[src/rtl/lockable_csum_regbank.sv]
module lockable_csum_regbank #(
  parameter int          SCAN_PERIOD = 1024,
  parameter logic [15:0] PASSWORD    = 16'hC396
) (
  input  logic       clk,
  input  logic       rst_n,
  input  logic       wr_en,
  input  logic [4:0] addr,
  input  logic [7:0] wdata,
  output logic [7:0] rdata,
  output logic       unlocked,
  output logic [3:0] mismatch,
  output logic       violation
);
  localparam int         CW        = $clog2(SCAN_PERIOD + 1);
  localparam logic [4:0] KEY_ADDR  = 5'h14;
  localparam logic [4:0] STAT_ADDR = 5'h15;

  typedef enum logic [1:0] {KS_IDLE, KS_HALF, KS_OPEN} key_st_t;

  logic [7:0]    regs [16];
  logic [7:0]    csum [4];
  key_st_t       kst;
  logic [CW-1:0] tick;
  logic [1:0]    grp;
  logic          dirty;

  wire       is_data  = !addr[4];
  wire       is_csum  = addr[4:2] == 3'b100;
  wire [1:0] wgrp     = is_data ? addr[3:2] : addr[1:0];
  wire       guarded  = (is_data || is_csum) && wgrp[1];
  wire       wr_bad   = wr_en && guarded && !unlocked;
  wire       wr_ok    = wr_en && (is_data || is_csum) && !wr_bad;
  wire       key_wr   = wr_en && addr == KEY_ADDR;
  wire       scan_end = tick == CW'(SCAN_PERIOD - 1);
  wire       hit      = wr_ok && wgrp == grp;
  wire [7:0] gsum     = regs[{grp, 2'd0}] + regs[{grp, 2'd1}]
                      + regs[{grp, 2'd2}] + regs[{grp, 2'd3}];

  assign unlocked = kst == KS_OPEN;

  always_comb begin
    rdata = '0;
    if (is_data)               rdata = regs[addr[3:0]];
    else if (is_csum)          rdata = csum[addr[1:0]];
    else if (addr == KEY_ADDR)  rdata = {7'b0, unlocked};
    else if (addr == STAT_ADDR) rdata = {2'b0, unlocked, violation, mismatch};
  end

  always_ff @(posedge clk or negedge rst_n) begin
    if (!rst_n) begin
      for (int i = 0; i < 16; i++) regs[i] <= '0;
      for (int i = 0; i < 4; i++)  csum[i] <= '0;
    end else if (wr_ok) begin
      if (is_data) regs[addr[3:0]] <= wdata;
      else         csum[addr[1:0]] <= wdata;
    end
  end

  always_ff @(posedge clk or negedge rst_n) begin
    if (!rst_n) kst <= KS_IDLE;
    else if (key_wr) begin
      case (kst)
        KS_IDLE: kst <= (wdata == PASSWORD[15:8]) ? KS_HALF : KS_IDLE;
        KS_HALF: kst <= (wdata == PASSWORD[7:0])  ? KS_OPEN : KS_IDLE;
        default: kst <= KS_IDLE;
      endcase
    end
  end

  always_ff @(posedge clk or negedge rst_n) begin
    if (!rst_n) violation <= 1'b0;
    else if (wr_bad) violation <= 1'b1;
  end

  always_ff @(posedge clk or negedge rst_n) begin
    if (!rst_n) begin
      tick  <= '0;
      grp   <= '0;
      dirty <= 1'b0;
    end else if (scan_end) begin
      tick  <= '0;
      grp   <= grp + 2'd1;
      dirty <= 1'b0;
    end else begin
      tick  <= tick + CW'(1);
      dirty <= dirty || hit;
    end
  end

  always_ff @(posedge clk or negedge rst_n) begin
    if (!rst_n) mismatch <= '0;
    else begin
      for (int g = 0; g < 4; g++) begin
        if (wr_ok && is_csum && addr[1:0] == g[1:0])
          mismatch[g] <= 1'b0;
        else if (scan_end && grp == g[1:0] && !(dirty || hit) && gsum != csum[g])
          mismatch[g] <= 1'b1;
      end
    end
  end
endmodule

[config.mk]
export PLATFORM = sky130hd
export DESIGN_NAME = lockable_csum_regbank
export DESIGN_NICKNAME = d
export VERILOG_FILES = /design/src/rtl/lockable_csum_regbank.sv
export SDC_FILE = /design/constraint.sdc
export NUM_CORES = 1
export LEC_CHECK = 0
export BUFFER_PORTS_ARGS = -buffer_cell sky130_fd_sc_hd__buf_4
export CORE_ASPECT_RATIO = 1.25
export CORE_UTILIZATION = 55
export CTS_BUF_LIST = sky130_fd_sc_hd__clkbuf_8 sky130_fd_sc_hd__clkbuf_16
export DETAILED_ROUTE_END_ITERATION = 6
export PLACE_DENSITY = 0.72
export REMOVE_ABC_BUFFERS = 1
export SYNTH_ARGS = -nofsm -noshare
export SYNTH_HDL_FRONTEND = slang
export SYNTH_SLANG_ARGS = --single-unit
[constraint.sdc]
create_clock -name clk -period 5.2 [get_ports clk]
set_input_delay 0.26 -clock clk [delete_from_list [all_inputs] [get_ports clk]]
set_output_delay 0.26 -clock clk [all_outputs]
set_load 0.005 [all_outputs]
==> flow_summary.toml <==
[status]
status = "complete, no violations"

[detailed_routing]
drc = 0
num_vias = 6388
wl_um = 25200
wl_met2_um = 12700
avgViaCountPerCell = 6.45
dr_wl_met3_um = 1380
wl_per_cell_um = 25.5
final_antenna_net_count = 0
first_pass_iters = 6
first_iter_violations = 662
drt-met1-wl_um = 10200
highest_layer = "met4"

[yosys]
synthAdderAreaFrac_pct = 4.17
async_reset_ff_share_pct = 100
synth_compound_area_share_pct = 2.63
synthesis.area_um2 = 10300
synth_xor_area_share_pct = 5.37
synth_seq_cells = 181
yosysSeqAreaShare_pct = 43.9
synthCells = 737
ys_types = 50
synth.avg_cell_area_um2 = 14.0
synth_warnings = 0
synth-edff-count = 0
ys.flop_type = "dfrtp_1"
yosys-mux-area-fraction_pct = 35.1
synth_top_family_by_area = "multiplexers"
synth-simple-area-share_pct = 4.98

[timing]
finalCritPeriodShare_pct = 90.1
rsz0062_at_grt = "no"
relSlewSlack_pct = 13.0
timing.final.crit_period_ns = 4.69
fin_setup_tns_ns = 0
worstMarginPinSlew_ns = 1.30
slew_violations = 0
setup_viol = 0
skew_ns = 0.00822
fmax_mhz = 213
finalHoldViolations = 0

[flow_run]
cap_violations = 0

[worst_hold_path]
hold_class = "input port to flop"
whs_path_depth = 2
min_from = "wr_en"

[worst_setup_path]
crit_path_start = "grp[0]"
crit_family = "adder cells"
path_buf_inv = 2
cp_max_fo = 21
crit_required_ns = 5.49
path_cells = "mux4_2, inv_1, fa_1, fa_1, inv_1, ha_1, a21oi_1, o21ai_0, a21oi_1, xor2_1, or4_1, o41ai_2, a211oi_1"
worstSetupPathType = "flop to flop"
cpMaxStageDelayCell = "dfrtp_4"
path_depth = 13
start_kind = "flop"
arrival_ns = 4.98
critPathCaptureType = "flop"
worst_r2r_path_depth = 13
max_stage_delay_ns = 0.70
rr_startpoint = "grp[0]"

[power]
intPower_mw = 2.79
combPwrFrac_pct = 28.0
power_frac_seq_pct = 42.3
switching_share_pct = 30.8
p_clk_share_pct = 29.6
power.leakage_nw = 5.09
vdd_drop_max_uv = 242
p_sw_mw = 1.24
power.density_nw_per_um2 = 358

[final_layout]
syn2layout_area_growth_pct = 9.23
final_common_cell = "dfrtp_1"
antennaDiodeCount = 0
nets = 791
layout-drive-gt1-share_pct = 43.0
final_area_um2 = 11300
most-common-layout-cells = "dfrtp_1 (180), mux2_2 (160), mux4_2 (80), inv_1 (50), buf_4 (40)"

[clocking]
numCtsBuffers = 17
cts.clk_slew.worst_paths_ns = 0.07
clock_path_buffers = 2
cts_setup_buffers = 0
cts_tree = "done"
root_buffer = "clkbuf_16"
cts.sink_count = 181
h-tree-depth = 4
worstSkewPairLatency_ns = 0.43

[floorplan]
fp.dieW_um = 124
coreArea_um2 = 18200
rows = 55
dieArea_um2 = 19300
die_h_um = 155
initial_core_util_pct = 56.6
ioPinCount = 30

[global_route]
grt_antenna_before_repair = 0
grt_pass1_vias = 6762
grt_overflow_total = 0
grt_max_degree = 65
grt_pass1_wl_um = 40100
grt.total_usage_pct = 28.0

[placement]
gp_congestion = 0.932
place_area_um2 = 10700
hpwlAfterDp_um = 17200
port_buffers = 29
[sequential cells by signal, summed over array words and instances (netlist names)]
name	count
violation	1
grp	2
dirty	1
tick	11
csum	32
regs	128
mismatch	4
kst	2
[routing by layer]
metal,GRT usage [%],vias to the layer above
met5,0,-
met4,13.1,0
met3,5.16,50
met2,46.2,258
met1,36.1,3356
li1,-,2724
[per-stage QoR]
stage | total power, mW | instances | hold WS (ns) | worst slack, ns | util (%)
2_1_floorplan | 2.50 | 688 | -0.0356 | -0.101 | -
3_3_place_gp | 2.83 | 957 | 0.248 | 0.431 | 58.8
3_5_place_dp | 2.86 | 957 | 0.270 | 0.358 | 58.8
4_1_cts | 4.06 | 990 | 0.108 | 0.323 | 61.8
5_1_grt | 4.21 | 990 | 0.124 | 0.145 | 61.8
6_report | 4.04 | 990 | 0.136 | 0.512 | 61.8
[path summary, 6_finish.rpt]
path	endpoint	slack, ns
worst max-delay path	mismatch[3]	0.51
worst min-delay path	violation	0.14
worst max register to register	mismatch[3]	0.51
worst min register to register	tick[6]	0.48
max in group asynchronous	tick[9]	3.58
min in group asynchronous	csum[18]	0.36
[final cells by class]
type                            instances  area (µm²)
Tap cell                              228         285
Clock inverter                         14         103
Fill cell                            1377        6970
Sequential cell                       181        4530
Timing Repair Buffer                   42         322
Clock buffer                           18         439
Multi-Input combinational cell        456        5400
Inverter                               51         191
[kinds of logic after synthesis]
| logic type | count (synthesis) |
|---|---|
| flops | 181 |
| fa+ha+maj | 26 |
| simple gates | 99 |
| compound gates | 38 |
| buf+inv | 100 |
| xor+xnor | 51 |
| mux | 242 |
[timing repair]
item | 4_1_cts | 5_1_grt
gates resized for setup | 0 | 1
hold endpoints to repair | 58 | 0
hold buffers | 1 | 0
setup endpoints to repair | 0 | 1
[power by group through the flow]
stage               clock, mW  sequential [mW]  combinational [mW]
finish                   1.20             1.71                1.13
global route             1.27             1.73                1.22
CTS                      1.22             1.70                1.14
detailed placement          0             1.73                1.13
global placement            0             1.72                1.11
floorplan                   0             1.67               0.832
[cell usage after synthesis (5+ instances only)]
library cell | number | area (µm²)
dfrtp_1 | 181 | 4530
nor2_1 | 24 | 90.1
a22oi_1 | 5 | 37.5
buf_2 | 7 | 35.0
fa_1 | 14 | 280
clkbuf_1 | 32 | 120
a21oi_1 | 9 | 45.0
mux2_2 | 160 | 1800
ha_1 | 12 | 150
nand2_1 | 26 | 97.6
nand4_1 | 6 | 37.5
o211ai_1 | 5 | 37.5
nand3_1 | 13 | 65.1
mux4_2 | 80 | 1800
buf_1 | 9 | 33.8
xnor2_1 | 18 | 158
xor2_1 | 25 | 219
inv_1 | 50 | 188
(Power assumes the default switching activity.)
